### config.mk
export PLATFORM = sky130hd
export DESIGN_NAME = fast_prog_seq
export DESIGN_NICKNAME = d
export VERILOG_FILES = /design/src/rtl/fps_pkg.sv /design/src/rtl/fps_cmd_decode.sv /design/src/rtl/fps_seq_fsm.sv /design/src/rtl/fps_prog_capture.sv /design/src/rtl/fast_prog_seq.sv
export SDC_FILE = /design/constraint.sdc
export NUM_CORES = 1
export LEC_CHECK = 0
export ABC_CLOCK_PERIOD_IN_PS = 3600
export BUFFER_PORTS_ARGS = -buffer_cell sky130_fd_sc_hd__buf_2
export CAP_MARGIN = 20
export CELL_PAD_IN_SITES_DETAIL_PLACEMENT = 1
export CELL_PAD_IN_SITES_GLOBAL_PLACEMENT = 2
export CORE_MARGIN = 4
export CORE_UTILIZATION = 32
export CTS_CLUSTER_DIAMETER = 100
export DETAILED_ROUTE_END_ITERATION = 6
export PLACE_DENSITY_LB_ADDON = 0.08
export SYNTH_ARGS = -nofsm -noshare
export SYNTH_HDL_FRONTEND = slang
export SYNTH_SLANG_ARGS = --single-unit
### constraint.sdc
create_clock -name clk -period 3.6 [get_ports clk]
set_clock_uncertainty 0.1 [all_clocks]
set_input_delay 0.72 -clock clk [delete_from_list [all_inputs] [get_ports clk]]
set_output_delay 0.72 -clock clk [all_outputs]
set_load 0.02 [all_outputs]
### src/rtl/fps_pkg.sv
package fps_pkg;

    typedef enum logic [2:0] {
        ST_IDLE     = 3'd0,
        ST_UNLK1    = 3'd1,
        ST_UNLK2    = 3'd2,
        ST_STD_PA   = 3'd3,
        ST_FST_IDLE = 3'd4,
        ST_FST_PA   = 3'd5,
        ST_FST_EXIT = 3'd6
    } seq_st_e;

    localparam int CMD_W  = 8;
    localparam int KEY_AW = 11;

    localparam logic [CMD_W-1:0] CMD_KEY_A    = 8'hAA;
    localparam logic [CMD_W-1:0] CMD_KEY_B    = 8'h55;
    localparam logic [CMD_W-1:0] CMD_PGM      = 8'hA0;
    localparam logic [CMD_W-1:0] CMD_FAST_ON  = 8'h20;
    localparam logic [CMD_W-1:0] CMD_ERASE    = 8'h80;
    localparam logic [CMD_W-1:0] CMD_FAST_X1  = 8'h90;
    localparam logic [CMD_W-1:0] CMD_FAST_X2  = 8'h00;

    localparam logic [KEY_AW-1:0] KEY_ADDR_A = 11'h555;
    localparam logic [KEY_AW-1:0] KEY_ADDR_B = 11'h2AA;

    typedef struct packed {
        logic key1;
        logic key2;
        logic pgm_std;
        logic fast_on;
        logic pgm_any;
        logic erase;
        logic exit1;
        logic exit2;
    } cmd_hit_t;

endpackage

### src/rtl/fps_cmd_decode.sv
module fps_cmd_decode
    import fps_pkg::*;
(
    input  logic [KEY_AW-1:0] key_addr,
    input  logic [CMD_W-1:0]  cmd,
    output cmd_hit_t          hit
);

    logic at_a;
    logic at_b;

    always_comb begin
        at_a        = (key_addr == KEY_ADDR_A);
        at_b        = (key_addr == KEY_ADDR_B);
        hit         = '0;
        hit.key1    = at_a && (cmd == CMD_KEY_A);
        hit.key2    = at_b && (cmd == CMD_KEY_B);
        hit.pgm_std = at_a && (cmd == CMD_PGM);
        hit.fast_on = at_a && (cmd == CMD_FAST_ON);
        hit.pgm_any = (cmd == CMD_PGM);
        hit.erase   = (cmd == CMD_ERASE);
        hit.exit1   = (cmd == CMD_FAST_X1);
        hit.exit2   = (cmd == CMD_FAST_X2);
    end

endmodule

### src/rtl/fps_seq_fsm.sv
module fps_seq_fsm
    import fps_pkg::*;
#(
    parameter int BANK_W = 2
) (
    input  logic              clk,
    input  logic              rst_n,
    input  logic              wr_en,
    input  cmd_hit_t          hit,
    input  logic [BANK_W-1:0] wr_bank,
    output logic              prog_fire,
    output logic              fast_mode,
    output logic              erase_err
);

    typedef struct packed {
        seq_st_e           st;
        logic [BANK_W-1:0] bank;
        logic              err;
    } fsm_t;

    fsm_t fsm_d;
    fsm_t fsm_q;
    logic bank_hit;

    always_comb begin
        fsm_d     = fsm_q;
        fsm_d.err = 1'b0;
        bank_hit  = (wr_bank == fsm_q.bank);
        prog_fire = wr_en && ((fsm_q.st == ST_STD_PA) || (fsm_q.st == ST_FST_PA));
        if (wr_en) begin
            case (fsm_q.st)
                ST_IDLE: begin
                    if (hit.key1) fsm_d.st = ST_UNLK1;
                end
                ST_UNLK1: begin
                    fsm_d.st = hit.key2 ? ST_UNLK2 : ST_IDLE;
                end
                ST_UNLK2: begin
                    if (hit.pgm_std) begin
                        fsm_d.st = ST_STD_PA;
                    end else if (hit.fast_on) begin
                        fsm_d.st   = ST_FST_IDLE;
                        fsm_d.bank = wr_bank;
                    end else begin
                        fsm_d.st = ST_IDLE;
                    end
                end
                ST_STD_PA: begin
                    fsm_d.st = ST_IDLE;
                end
                ST_FST_IDLE: begin
                    if (hit.pgm_any) begin
                        fsm_d.st = ST_FST_PA;
                    end else if (hit.erase) begin
                        fsm_d.err = 1'b1;
                    end else if (hit.exit1 && bank_hit) begin
                        fsm_d.st = ST_FST_EXIT;
                    end
                end
                ST_FST_PA: begin
                    fsm_d.st = ST_FST_IDLE;
                end
                ST_FST_EXIT: begin
                    fsm_d.st = hit.exit2 ? ST_IDLE : ST_FST_IDLE;
                end
                default: begin
                    fsm_d.st = ST_IDLE;
                end
            endcase
        end
    end

    always_ff @(posedge clk or negedge rst_n) begin
        if (!rst_n) begin
            fsm_q <= '{st: ST_IDLE, bank: '0, err: 1'b0};
        end else begin
            fsm_q <= fsm_d;
        end
    end

    assign fast_mode = (fsm_q.st == ST_FST_IDLE) || (fsm_q.st == ST_FST_PA) ||
                       (fsm_q.st == ST_FST_EXIT);
    assign erase_err = fsm_q.err;

endmodule

### src/rtl/fps_prog_capture.sv
module fps_prog_capture #(
    parameter int ADDR_W = 22,
    parameter int DATA_W = 8
) (
    input  logic              clk,
    input  logic              rst_n,
    input  logic              fire,
    input  logic [ADDR_W-1:0] addr,
    input  logic [DATA_W-1:0] data,
    output logic              req,
    output logic [ADDR_W-1:0] req_addr,
    output logic [DATA_W-1:0] req_data
);

    typedef struct packed {
        logic              vld;
        logic [ADDR_W-1:0] a;
        logic [DATA_W-1:0] d;
    } cap_t;

    cap_t cap_d;
    cap_t cap_q;

    always_comb begin
        cap_d     = cap_q;
        cap_d.vld = fire;
        if (fire) begin
            cap_d.a = addr;
            cap_d.d = data;
        end
    end

    always_ff @(posedge clk or negedge rst_n) begin
        if (!rst_n) begin
            cap_q <= '0;
        end else begin
            cap_q <= cap_d;
        end
    end

    assign req      = cap_q.vld;
    assign req_addr = cap_q.a;
    assign req_data = cap_q.d;

endmodule

### src/rtl/fast_prog_seq.sv
module fast_prog_seq
    import fps_pkg::*;
#(
    parameter int ADDR_W = 22,
    parameter int DATA_W = 8,
    parameter int BANK_W = 2
) (
    input  logic              clk,
    input  logic              rst_n,
    input  logic              wr_en,
    input  logic [ADDR_W-1:0] wr_addr,
    input  logic [DATA_W-1:0] wr_data,
    output logic              prog_req,
    output logic [ADDR_W-1:0] prog_addr,
    output logic [DATA_W-1:0] prog_data,
    output logic              fast_mode,
    output logic              erase_err
);

    localparam int BANK_LSB = ADDR_W - BANK_W;

    cmd_hit_t          hit;
    logic              fire;
    logic [BANK_W-1:0] bank;

    assign bank = wr_addr[ADDR_W-1:BANK_LSB];

    fps_cmd_decode u_dec (
        .key_addr (wr_addr[KEY_AW-1:0]),
        .cmd      (wr_data[CMD_W-1:0]),
        .hit      (hit)
    );

    fps_seq_fsm #(.BANK_W(BANK_W)) u_fsm (
        .clk       (clk),
        .rst_n     (rst_n),
        .wr_en     (wr_en),
        .hit       (hit),
        .wr_bank   (bank),
        .prog_fire (fire),
        .fast_mode (fast_mode),
        .erase_err (erase_err)
    );

    fps_prog_capture #(.ADDR_W(ADDR_W), .DATA_W(DATA_W)) u_cap (
        .clk      (clk),
        .rst_n    (rst_n),
        .fire     (fire),
        .addr     (wr_addr),
        .data     (wr_data),
        .req      (prog_req),
        .req_addr (prog_addr),
        .req_data (prog_data)
    );

endmodule

==> impl_results.md <==
- Gpl congestion: around 0.75
- Number of standard-cell rows in the floorplan: 26
- Post-detailed-route wirelength per cell: ~16 µm
- Via density: about 4.9
- Wire length of the first global-routing pass: 7.14 mm
- Final setup violation count: 0
- Number of placed I/O pins: 66
- Clock transition at the registers of the reported paths: around 80 ps
- Logic gate share of total power: ~15%
- Die Height: between 80 and 90 µm
- Max cap viols: 0
- Core Box Area: ~5100 µm²
- TritonCTS clock tree: done
- CTS H-tree depth: 2
- Number of different library cells in the post-synthesis netlist: 34
- CP delay by family, top: simple AND/OR/NAND/NOR gates
- Critical Path, Cell by Cell: buf_2 > or4b_1 > or4_4 > nor2_2 > and4_4 > mux2_4
- Shortest clock period the worst path allows after layout: 2440 ps
- Setup TNS: 0 ps
- Synthesized area: 1680 µm²
- Power share of the sequential group: a little under half
- Number of nets at the end of the flow: 231
- Hold Path Class: reg2reg
- Number of enable-type register cells in the synthesized netlist: 0
- Number of endpoints with negative hold slack in the final report: 0
- Max Fanout on Critical Path: 5
- Longest Clk Path Bufs: 2
- Nets in the synthesized netlist: roughly 160
- Period utilisation layout: about two thirds
- Effective utilization at floorplan: around a third
- Leak Pwr: 1.06 nW
- Type of origin of the critical path: input pin
- Place WS: ~850 ps
- Clock network fraction of design power: a little under two fifths
- Slowest Stage Delay on Critical Path: around 520 ps
- CP endpoint kind: flip-flop
- Proportion of synthesized chip area in sequential cells: between 50% and 60%
- Port Buf Inserts: 65
- Cell depth of the worst flop-to-flop path: 5
- Floorplan die area: 6480 µm²
- Max_slew headroom: ~43%
- Post-Synthesis Cells: ~130
- Max Clk Rate: 410 MHz
- Via count of the first global-routing pass: ~1400
- Post-CTS Hold Buffers: 0
- Flop2flop setup slack: between 1500 and 2000 ps
- Seq cells post-synth: 37
- Syn. warnings: 0
- Syn_area_per_cell: ~13 µm²
- Library cell used as clock root buffer: clkbuf_8
- Number of antenna repair diodes: 0
- Kind of critical path: in2reg
- Switching power share of the total: between 20% and 30%
- Worst voltage drop across the vdd grid: a little under 0.0003 V
- Clock latency on the worst-skew pair: roughly 280 ps
- Hold Path Cell Cnt: 1
- Cell with the biggest individual delay on the critical path: or4b_1
- Post-detailed-route count of antenna-violating nets: 0
- Hold Path Sink: u_cap.req_addr[17]
- Main synth FF type: dfrtp_1
- Reg2Reg Launch Point: u_fsm.fsm_q[5]
- First-pass iteration count of the detailed router: 4
- Sw power: 0.000255 W
- Total power density per cell area: 449 nW/µm²
- Area overhead of the layout relative to synthesis: 30.7%
- Final Routed Wirelength: between 4 and 5 mm
- Setup repair after global routing missed its margin: false
- Worst reg2reg path endpoint: u_fsm.fsm_q[4]
- Run status: complete, no violations
- Most common cell after layout, fill and taps aside: buf_2
- Antenna violations before repair: 0
- Gr usage total: 14.5%
- Number of sinks driven by the clock tree: 37
- Sum of buffers and inverters on the critical path: 1
- Max-slew violation count: 0
- Total setup buffers inserted after CTS: 0
- Ratio of cells with drive above 1 in the final layout: between 50 and 60%
- Least-Margin Pin Slew: about 850 ps
- Number of gates resized after CTS: 0
- Post-detailed-route DRC marker count: 0
- Number of vias after detailed routing: 1323
- Hold_sp: u_cap.req_addr[17]
- Final WS setup: between 1000 and 1500 ps
- Die Span X: between 80 and 90 µm
- Sum of net half-perimeters after detailed placement: between 3 and 4 mm
- Final global-route overflow total: 0
- Cell-internal power: ~0.00073 W
- Required time of the critical path: 3670 ps
- Async set-reset flop share out of synthesis: 100%
- Crit path arrival time: about 2500 ps
- Largest net degree at the start of global routing: 38
- Number of DRC markers after the initial detailed-route iteration: between 60 and 70
- Number of buffers created by CTS: 5
- Commonest cells after routing, fill and taps aside: buf_2, dfrtp_1, mux2_2, nor2_1
## stage by stage
step | cell area, µm² | power, W | util [%] | std cells | hold slack, ps
2_1_floorplan | 1680 | 0.000547 | - | 129 | 324
3_3_place_gp | 2080 | 0.000621 | 40.7 | 261 | 364
3_5_place_dp | 2080 | 0.000625 | 40.7 | 261 | 374
4_1_cts | 2200 | 0.00101 | 43.1 | 269 | 393
5_1_grt | 2200 | 0.00105 | 43.1 | 269 | 411
6_report | 2200 | 0.000988 | 43.1 | 269 | 388
## cell families after synthesis
kind of cell,after synthesis,share of synthesized area (%)
AO/OA/AOI/OAI,13,4.61
AND/OR/NAND/NOR,37,14.4
multiplexers,32,21.9
flip-flops,37,55.0
XOR/XNOR,3,1.56
buffers and inverters,7,2.60
## how the worst max path moves through the flow
stage | start | end | cells after the start
after detailed placement | wr_addr[1] | u_fsm.fsm_q[1] | 6
after CTS | wr_addr[1] | u_fsm.fsm_q[1] | 6
after global routing | wr_data[0] | u_fsm.fsm_q[4] | 6
after floorplan | wr_addr[1] | u_fsm.fsm_q[1] | 5
after global placement | wr_addr[1] | u_fsm.fsm_q[1] | 6
final | wr_addr[1] | u_fsm.fsm_q[1] | 6
## metal layers
metal / GRT usage, % / vias up / part of all wire [%]
met5: 0 / - / 0
met1: 19.3 / 660 / 43
met4: 4.05 / 0 / 1.2
met2: 22.4 / 43 / 48
met3: 4.82 / 6 / 7.3
li1: - / 614 / -
## power by group through the flow
stage / combinational (W) / sequential, W / clock (W)
finish: 0.000152 / 0.000463 / 0.000374
global route: 0.000165 / 0.000467 / 0.000415
floorplan: 0.0000358 / 0.000511 / 0
CTS: 0.000155 / 0.000463 / 0.000388
detailed placement: 0.000155 / 0.000470 / 0
global placement: 0.000152 / 0.000469 / 0
## final cells by class
type                            count  area, µm²
Multi-Input combinational cell     85        718
Tap cell                           70       87.6
Inverter                            2       7.51
Fill cell                         589       2910
Clock buffer                        6       82.6
Timing Repair Buffer               67        340
Clock inverter                      2       37.5
Sequential cell                    37        926
## flip-flops by register name, summed over array words and instances, names as in the netlist
register,cells
u_cap.req_data,8
u_cap.req,1
u_fsm.erase_err,1
u_cap.req_addr,22
u_fsm.fsm_q,5
## Yosys cell counts, types with 2 or more instances
master    number  area [µm²]
mux2_2        26         293
nand4b_1       2        17.5
o21ai_0        2        10.0
dfrtp_1       37         926
inv_1          2        7.51
nor3_1         3        15.0
nand2_1        3        11.3
nand4_1        6        37.5
mux2_1         4        45.0
nor4bb_1       3        30.0
a31oi_1        3        18.8
mux2_4         2        30.0
xnor2_1        3        26.3
a21oi_1        4        20.0
clkbuf_1       3        11.3
nor2_1         8        30.0
(Power assumes the default switching activity.)
